[config.mk]
export PLATFORM = sky130hd
export DESIGN_NAME = vec_irq_ctrl
export DESIGN_NICKNAME = d
export VERILOG_FILES = /design/src/rtl/vic_pkg.sv /design/src/rtl/vic_req_latch.sv /design/src/rtl/vic_cfg.sv /design/src/rtl/vic_resolver.sv /design/src/rtl/vic_service.sv /design/src/rtl/vec_irq_ctrl.sv
export SDC_FILE = /design/constraint.sdc
export NUM_CORES = 1
export LEC_CHECK = 0
export ABC_AREA = 1
export BUFFER_PORTS_ARGS = -buffer_cell sky130_fd_sc_hd__buf_2
export CAP_MARGIN = 15
export CORE_UTILIZATION = 35
export DETAILED_ROUTE_END_ITERATION = 16
export GPL_ROUTABILITY_DRIVEN = 1
export GPL_TIMING_DRIVEN = 0
export PLACE_DENSITY = 0.59
export SYNTH_ARGS = -nofsm -noshare
export SYNTH_HDL_FRONTEND = slang
export SYNTH_SLANG_ARGS = --single-unit
[constraint.sdc]
create_clock -name clk -period 3.55 [get_ports clk]
set_clock_uncertainty 0.1 [all_clocks]
set_input_delay 0.1775 -clock clk [delete_from_list [all_inputs] [get_ports clk]]
set_output_delay 0.1775 -clock clk [all_outputs]
set_load 0.05 [all_outputs]
[src/rtl/vic_pkg.sv]
package vic_pkg;

    parameter int unsigned VIC_LINES = 8;
    parameter int unsigned VIC_VEC_W = 8;
    localparam int unsigned VIC_IDX_W  = $clog2(VIC_LINES);
    localparam int unsigned VIC_BASE_W = VIC_VEC_W - VIC_IDX_W;

    typedef logic [VIC_LINES-1:0]  line_vec_t;
    typedef logic [VIC_IDX_W-1:0]  line_idx_t;
    typedef logic [VIC_BASE_W-1:0] vec_base_t;
    typedef logic [VIC_VEC_W-1:0]  vector_t;

    typedef struct packed {
        logic      hit;
        line_idx_t idx;
    } pick_t;

    typedef enum logic {
        CFG_BASE = 1'b0,
        CFG_MASK = 1'b1
    } cfg_sel_e;

    // lowest-numbered set bit wins
    function automatic pick_t first_set(line_vec_t v);
        pick_t p;
        p.hit = 1'b0;
        p.idx = '0;
        for (int i = VIC_LINES - 1; i >= 0; i--) begin
            if (v[i]) begin
                p.hit = 1'b1;
                p.idx = line_idx_t'(i);
            end
        end
        return p;
    endfunction

    // lines strictly more urgent than the most urgent one in service
    function automatic line_vec_t ahead_of(line_vec_t busy);
        line_vec_t m;
        logic      seen;
        seen = 1'b0;
        for (int i = 0; i < VIC_LINES; i++) begin
            seen = seen | busy[i];
            m[i] = ~seen;
        end
        return m;
    endfunction

    function automatic line_vec_t lowest_bit(line_vec_t v);
        return v & (~v + line_vec_t'(1));
    endfunction

endpackage

[src/rtl/vic_req_latch.sv]
module vic_req_latch
    import vic_pkg::*;
#(
    parameter bit          CASC_EN   = 1'b1,
    parameter int unsigned CASC_LINE = 2
) (
    input  logic      clk,
    input  logic      rst,
    input  line_vec_t req_i,
    input  logic      casc_req_i,
    input  line_vec_t clr_i,
    output line_vec_t irr_o
);

    line_vec_t eff;
    line_vec_t irr_q;

    generate
        if (CASC_EN) begin : g_casc
            always_comb begin
                eff            = req_i;
                eff[CASC_LINE] = casc_req_i;
            end
        end else begin : g_plain
            logic unused_casc;
            assign unused_casc = casc_req_i;
            always_comb eff = req_i;
        end
    endgenerate

    always_ff @(posedge clk) begin
        if (rst) irr_q <= '0;
        else     irr_q <= eff & ~clr_i;
    end

    assign irr_o = irr_q;

endmodule

[src/rtl/vic_cfg.sv]
module vic_cfg
    import vic_pkg::*;
(
    input  logic      clk,
    input  logic      rst,
    input  logic      we_i,
    input  cfg_sel_e  sel_i,
    input  vector_t   data_i,
    output vec_base_t base_o,
    output line_vec_t mask_o
);

    vec_base_t base_q;
    line_vec_t mask_q;

    always_ff @(posedge clk) begin
        if (rst) begin
            base_q <= '0;
            mask_q <= '1;
        end else if (we_i) begin
            case (sel_i)
                CFG_BASE: base_q <= data_i[VIC_BASE_W-1:0];
                CFG_MASK: mask_q <= line_vec_t'(data_i);
                default:  ;
            endcase
        end
    end

    assign base_o = base_q;
    assign mask_o = mask_q;

endmodule

[src/rtl/vic_resolver.sv]
module vic_resolver
    import vic_pkg::*;
(
    input  line_vec_t irr_i,
    input  line_vec_t mask_i,
    input  line_vec_t isr_i,
    output pick_t     pick_o
);

    line_vec_t cand;

    always_comb begin
        cand   = irr_i & ~mask_i & ahead_of(isr_i);
        pick_o = first_set(cand);
    end

endmodule

[src/rtl/vic_service.sv]
module vic_service
    import vic_pkg::*;
(
    input  logic      clk,
    input  logic      rst,
    input  line_vec_t set_i,
    input  logic      eoi_i,
    output line_vec_t isr_o
);

    line_vec_t isr_q;
    line_vec_t kept;

    always_comb begin
        kept = isr_q;
        if (eoi_i) kept = isr_q & ~lowest_bit(isr_q);
    end

    always_ff @(posedge clk) begin
        if (rst) isr_q <= '0;
        else     isr_q <= kept | set_i;
    end

    assign isr_o = isr_q;

endmodule

[src/rtl/vec_irq_ctrl.sv]
module vec_irq_ctrl
    import vic_pkg::*;
#(
    parameter bit          CASC_EN   = 1'b1,
    parameter int unsigned CASC_LINE = 2
) (
    input  logic                 clk,
    input  logic                 rst,
    input  logic [VIC_LINES-1:0] irq_req_i,
    input  logic                 casc_req_i,
    input  logic                 inta_i,
    input  logic                 eoi_i,
    input  logic                 cfg_we_i,
    input  logic                 cfg_sel_i,
    input  logic [VIC_VEC_W-1:0] cfg_data_i,
    output logic                 int_o,
    output logic [VIC_VEC_W-1:0] vec_o,
    output logic                 vec_valid_o,
    output logic                 casc_ack_o
);

    localparam line_idx_t SPUR_IDX = line_idx_t'(VIC_LINES - 1);
    localparam line_idx_t CASC_IDX = line_idx_t'(CASC_LINE);

    line_vec_t irr_w;
    line_vec_t mask_w;
    line_vec_t isr_w;
    line_vec_t grant_vec;
    vec_base_t base_w;
    pick_t     pick;
    logic      take;
    logic      to_casc;

    vector_t   vec_q;
    logic      vv_q;
    logic      casc_q;

    vic_cfg u_cfg (
        .clk    (clk),
        .rst    (rst),
        .we_i   (cfg_we_i),
        .sel_i  (cfg_sel_e'(cfg_sel_i)),
        .data_i (cfg_data_i),
        .base_o (base_w),
        .mask_o (mask_w)
    );

    vic_req_latch #(
        .CASC_EN   (CASC_EN),
        .CASC_LINE (CASC_LINE)
    ) u_latch (
        .clk        (clk),
        .rst        (rst),
        .req_i      (irq_req_i),
        .casc_req_i (casc_req_i),
        .clr_i      (grant_vec),
        .irr_o      (irr_w)
    );

    vic_resolver u_res (
        .irr_i  (irr_w),
        .mask_i (mask_w),
        .isr_i  (isr_w),
        .pick_o (pick)
    );

    vic_service u_svc (
        .clk   (clk),
        .rst   (rst),
        .set_i (grant_vec),
        .eoi_i (eoi_i),
        .isr_o (isr_w)
    );

    always_comb begin
        take      = inta_i & pick.hit;
        to_casc   = CASC_EN && (pick.idx == CASC_IDX);
        grant_vec = '0;
        if (take) grant_vec[pick.idx] = 1'b1;
    end

    always_ff @(posedge clk) begin
        if (rst) begin
            vec_q  <= '0;
            vv_q   <= 1'b0;
            casc_q <= 1'b0;
        end else begin
            vv_q   <= inta_i & ~(take & to_casc);
            casc_q <= take & to_casc;
            if (inta_i) vec_q <= {base_w, (take ? pick.idx : SPUR_IDX)};
        end
    end

    assign int_o       = pick.hit;
    assign vec_o       = vv_q ? vec_q : '0;
    assign vec_valid_o = vv_q;
    assign casc_ack_o  = casc_q;

endmodule

==> summary.md, run 1 <==
| Metric | Value |
|---|---|
| Hpwl dp | 2810 um |
| CTS tree | yes |
| Post-synthesis adder-cell area fraction | 0% |
| Clock transition at path regs | approximately 0.08 ns |
| Non-filler cells, final | around 330 |
| Crit path capture type | output pin |
| Rows | 24 |
| Area Growth Syn to Fin | 26.38% |
| Worst Slack Setup Final | 1.618 ns |
| Cts repair resizes | 0 |
| Xor/xnor share of the synthesized area | 0% |
| Die height | just over 70 um |
| Yosys top cell area share | 47.02% |
| Clock buffer depth | 2 |
| Ant. Diodes | 0 |
| Global-route wire length before repair | approximately 6300 um |
| Synth Area in Compound Gates | 10.70% |
| Slew @ Worst Pin | between 0.5 and 0.6 ns |
| CP startpoint kind | flip-flop |
| Min Tclk post-route | roughly 1.9 ns |
| Setup Viol. Count Final | 0 |
| Hold path depth | 3 |
| Die footprint | roughly 0.0050 mm2 |
| Multiplexer area fraction after synthesis | 0% |
| Syn_area_per_cell | ~7.3 um2 |
| DR vias/cell | around 4.5 |
| Final hold viol count | 0 |
| Place WS | ~1.8 ns |
| Flop-to-flop setup slack | 1.80 ns |
| Switching Share | between 20% and 30% |
| Int Power | 786.6 uW |
| Synth Net Count | around 250 |
| Pin count of the biggest net entering global routing | 13 |
| HP Start | irq_req_i[3] |
| Routed via count | ~1500 |
| WS Path Type | reg2out |
| CTS Sinks | 39 |
| Comb pwr share | approximately an eighth |
| Multi-input gate area | about 730 um2 |
| Gr usage total | between 10% and 20% |
| RSZ-0062 raised after global routing | no |
| R2r startpoint | u_svc.isr_o[3] |
| Commonest non-fill, non-tap cells in the layout | nand2_1, dfxtp_1, nor2_1, buf_2, inv_1 |
| Fillers | ~470 |
| Switching power | about 250 uW |
| Root buffer cell | clkbuf_8 |
| Largest area contributor in the netlist | dfxtp_1 |
| First-pass DRT Iterations | 4 |
| DRC | 0 |
| Simple-Gate Fraction of Synth Area | about a third |
| Max_cap viols | 0 |
| Ranking of synthesized cells by area | dfxtp_1, nand2_1, nor2_1 |
| R2R depth | 10 |
| Slew HR | between 60 and 70% |
| Placed cell count | 312 |
| Routed WL per cell | 11.33 um |
| Initial antenna violation count | 0 |
| Final Max Tran Viols | 0 |
| Max FO, Critical Path | 5 |
| Worst-Skew Late Latency | 0.29 ns |
| Synthesized flop and latch total | 39 |
| Core area | approximately 0.0044 mm2 |
| Clk pwr share | 42.2% |
| Arrival time worst endpoint | roughly 1.7 ns |
| IO Pins | 34 |
| Port bufs | 32 |
| Run status | complete, no violations |
| Post-synthesis cell count | 228 |
| Layout cells sized above 1 | around 22% |
| Initial Utilization | between 30% and 40% |
| Post-CTS setup buffers | 0 |
| Routed Antenna Nets | 0 |
| Setup TNS | 0 ns |
| Sequential Area | 780.7 um2 |
| Peak VDD IR | 0.1913 mV |
| Ys Warns | 0 |
| Nets | between 200 and 300 |
| DRT iter0 DRCs | 75 |
| Pwr dens | slightly below 500 mW/mm2 |
| Sequential power share | approximately 46% |
| Leakage power | roughly 0.0011 uW |
| Final Cycle Share | ~54% |
| Routability cong. | ~0.89 |
| Hold bufs inserted after CTS | 8 |
| Commonest non-fill, non-tap cell in the layout | nand2_1 |
| Hold Crit Class | in2reg |
| Num CTS Buffers | 5 |
| Vias in the first global route | 1388 |
| Post-synth cell types | 23 |
| Total wire length | 3717 um |
| Hold Path Sink | u_latch.irr_o[3] |
| Highest Clock Rate | 517.7 MHz |
| Seq/Total Area, Yosys | between 40% and 50% |
| Gr ovfl total | 0 |
| Reg-to-reg endpoint | u_latch.irr_o[6] |
| Worst path required time | 3.27 ns |
| Largest family of logic cells by synthesized area | simple AND/OR/NAND/NOR gates |
| DIE WIDTH | around 71 um |
| H-tree depth | 2 |
| Syn Std Cell Area | ~0.0017 mm2 |
==> state kept, by name, indices dropped and copies added (netlist names) <==
register and count:
u_cfg.mask_o 8, u_latch.irr_o 8, u_svc.isr_o 8, vec_q 8, u_cfg.base_o 5, casc_ack_o 1, vec_valid_o 1
==> synthesized netlist by cell type (all sizes together) <==
master and number:
o21ai 18, o31ai 1, nand3b 2, o211ai 1, a21oi 13, nand3 20
nand2 48, clkinv 1, nand4 5, inv 33, dfxtp 39, nor2 40
nor3 1, clkbuf 6
==> per-stage QoR <==
stage	power, uW	cell area, um2	utilization, %	hold WS, ns
finish	1036	2098	47.21	0.004517
global route	1075	2098	47.21	0.01003
CTS	1045	2098	47.21	0.002931
detailed placement	603.2	1886	42.43	0.2795
global placement	602.2	1886	42.43	0.2823
floorplan	565.8	1660	-	0.1907
==> layout make-up <==
type	count	share of cell area [%]
Sequential cell	39	37.21
Multi-Input combinational cell	149	34.76
Timing Repair Buffer	40	11.45
Inverter	34	6.082
Clock buffer	6	3.459
Tap cell	52	3.101
Clock inverter	2	2.862
Buffer	6	1.073
==> metal layers <==
layer / vias up / wire length [um] / GRT usage, %
met2: 24 / 1676 / 26.28
met1: 641 / 1846 / 21.08
met3: 7 / 120 / 3.419
met5: - / 0 / 0
met4: 0 / 73 / 8.000
li1: 811 / - / -
==> worst max-delay path by stage <==
stage,startpoint,endpoint,cells past startpoint
finish,u_svc.isr_o[3],int_o,8
global route,u_svc.isr_o[3],int_o,8
CTS,u_svc.isr_o[3],int_o,8
detailed placement,u_svc.isr_o[3],u_latch.irr_o[6],10
global placement,u_svc.isr_o[3],u_latch.irr_o[6],10
floorplan,vec_valid_o,vec_o[0],3
==> worst max-delay path: stages (launching register included) <==
cell and delay (ns):
dfxtp_1 0.35, nor2_1 0.24, nand2_1 0.10, nor2_2 0.11, inv_1 0.08, nor2_4 0.11, nor2_2 0.07, nand2_1 0.06
buf_2 0.25
==> power by group through the flow <==
| stage | combinational (uW) | sequential [uW] | clock, uW |
|---|---|---|---|
| 4_1_cts | 128 | 472 | 444 |
| 3_5_place_dp | 121 | 483 | 0 |
| 5_1_grt | 143 | 475 | 458 |
| 3_3_place_gp | 120 | 482 | 0 |
| 2_1_floorplan | 83.7 | 482 | 0 |
| 6_report | 127 | 472 | 437 |
==> cells by family (layout without fill, tap and decap cells) <==
group	Yosys count	after routing
simple gates	116	116
buf+inv	40	88
flops	39	39
compound gates	33	33
Note: power is estimated with default switching activity, not from simulation.
==> run 2: changes to the inputs <==
Clock period 3.55 ns to 2 ns, I/O delays scaled along.
==> run 2 against run 1 <==
  * First-iteration DRC count is 12% higher
  * Die area stayed put
  * Register-to-register slack worse by 1.5 ns
  * Final cell count is 2.4% higher
  * Non-clock buffer count is 8 higher
  * Count of clock-buffer cells in the layout stayed put
  * Combinational power is 87% higher
  * Sequential power is 78% higher
  * Hold slack better by 0.016 ns
  * Critical path type unchanged
  * Largest power group unchanged
  * Highest routed layer unchanged
==> summary.md, run 2 (synthesis results as in run 1) <==
| Metric | Value |
|---|---|
| Run status | complete, no violations |
| Initial antenna violation count | 0 |
| Root buffer cell | clkbuf_8 |
| Setup TNS | 0 ns |
| Pwr dens | around 850 mW/mm2 |
| Core area | between 0.004 and 0.005 mm2 |
| Peak VDD IR | 0.3395 mV |
| H-tree depth | 2 |
| Worst path required time | between 1.5 and 2 ns |
| DR vias/cell | between 4 and 5 |
| Pin count of the biggest net entering global routing | 13 |
| Slew @ Worst Pin | between 0.5 and 0.6 ns |
| Final Cycle Share | between 90% and 100% |
| Port bufs | 32 |
| Highest Clock Rate | ~540 MHz |
| First-pass DRT Iterations | 4 |
| Layout cells sized above 1 | approximately 22% |
| RSZ-0062 raised after global routing | no |
| Total wire length | ~3800 um |
| CTS Sinks | 39 |
| Routed Antenna Nets | 0 |
| Global-route wire length before repair | about 6500 um |
| Arrival time worst endpoint | approximately 1.7 ns |
| WHS | 0.02019 ns |
| Worst Slack Setup Final | 0.1533 ns |
| Reg-to-reg endpoint | u_latch.irr_o[6] |
| Max FO, Critical Path | 5 |
| Routed via count | ~1500 |
| Final Max Tran Viols | 0 |
| Commonest non-fill, non-tap cell in the layout | nand2_1 |
| Gr ovfl total | 0 |
| Slew HR | roughly two thirds |
| Num CTS Buffers | 5 |
| Flop-to-flop setup slack | around 0.26 ns |
| IO Pins | 34 |
| Die footprint | between 0.005 and 0.006 mm2 |
| R2R depth | 10 |
| Area Growth Syn to Fin | 31.20% |
| Final hold viol count | 0 |
| Gr usage total | 16.62% |
| Worst Setup EP | int_o |
| Critical path origin | u_svc.isr_o[3] |
| DRT iter0 DRCs | 84 |
| R2r startpoint | u_svc.isr_o[3] |
| Worst-Skew Late Latency | between 0.2 and 0.3 ns |
| DRC | 0 |
| Min Tclk post-route | between 1.5 and 2 ns |
| Crit path capture type | output pin |
| DIE WIDTH | around 71 um |
| Initial Utilization | between 30% and 40% |
| Die height | slightly above 70 um |
| Vias in the first global route | approximately 1400 |
| Nets | around 300 |
| Hold Crit Class | in2reg |
| Clock transition at path regs | ~0.08 ns |
| Clock buffer depth | 2 |
| Leakage power | about 0.0011 uW |
| Routability cong. | between 0.8 and 0.9 |
| CTS tree | yes |
| WS Path Type | reg2out |
| Routed WL per cell | 11.25 um |
| Ant. Diodes | 0 |
| Place WS | ~0.26 ns |
| Setup Viol. Count Final | 0 |
| Hpwl dp | around 2800 um |
| Commonest non-fill, non-tap cells in the layout | nand2_1, dfxtp_1, nor2_1, buf_2, inv_1 |
| Max_cap viols | 0 |
| CP startpoint kind | flip-flop |
| Rows | 24 |
## run 2: cell count changes in the layout (fill, tap and decap cells not counted), sizes merged
cell         delta
dlygate4sd3     +8
## run 2: worst min path at each step
stage	startpoint	endpoint	slack (ns)	cells after the start
after floorplan	cfg_data_i[0]	u_cfg.mask_o[0]	0.11	2
after global placement	cfg_data_i[6]	u_cfg.mask_o[6]	0.20	3
after detailed placement	cfg_data_i[7]	u_cfg.mask_o[7]	0.20	3
after CTS	eoi_i	u_svc.isr_o[2]	0.02	4
after global routing	eoi_i	u_svc.isr_o[2]	0.03	4
final	eoi_i	u_svc.isr_o[2]	0.02	4
## run 2: area by class of cell
| cell class | count | area (um2) |
|---|---|---|
| plain buffers | 6 | 22.52 |
| inverters | 34 | 127.6 |
| repair buffers | 48 | 320.3 |
| clock buffers | 6 | 72.57 |
| flip-flops and latches | 39 | 780.7 |
| well taps | 52 | 65.06 |
| multi-input cells | 149 | 729.5 |
| clock inverters | 2 | 60.06 |
| fillers | 460 | 2266 |
## run 2: per-layer routing
metal  routed length [um]  vias up  part of all wire (%)  global-route usage, %
li1                     -      827                     -                      -
met1                 1887      659                    50                  21.70
met2                 1686       27                    45                  26.28
met3                  120        9                   3.2                  3.419
met4                   85        0                   2.2                  8.000
met5                    0        -                     0                      0
## run 2: repair_timing
item | 4_1_cts | 5_1_grt
hold endpoints to repair | 21 | 0
buffers inserted | 0 | 0
hold buffers | 16 | 0
resized for setup | 0 | 0
## run 2: power breakdown
group / internal [uW] / leakage (uW) / switching [uW] / total (uW)
registers: 818 / 0.000322 / 19.6 / 838
clock network: 499 / 0.0000654 / 277 / 776
logic: 89.5 / 0.000746 / 148 / 237
## run 2: stage by stage
step	power, uW	utilization [%]	cells	cell area (um2)
global placement	1069	42.43	312	1886
detailed placement	1071	42.43	312	1886
floorplan	1004	-	228	1660
CTS	1866	49.01	336	2178
global route	1921	49.01	336	2178
finish	1851	49.01	336	2178
## run 2: critical path, stage by stage, from the launching register on
cell	delay (ns)
dfxtp_1	0.35
nor2_1	0.24
nand2_1	0.10
nor2_2	0.11
inv_1	0.08
nor2_4	0.11
nor2_2	0.07
nand2_1	0.06
buf_2	0.25
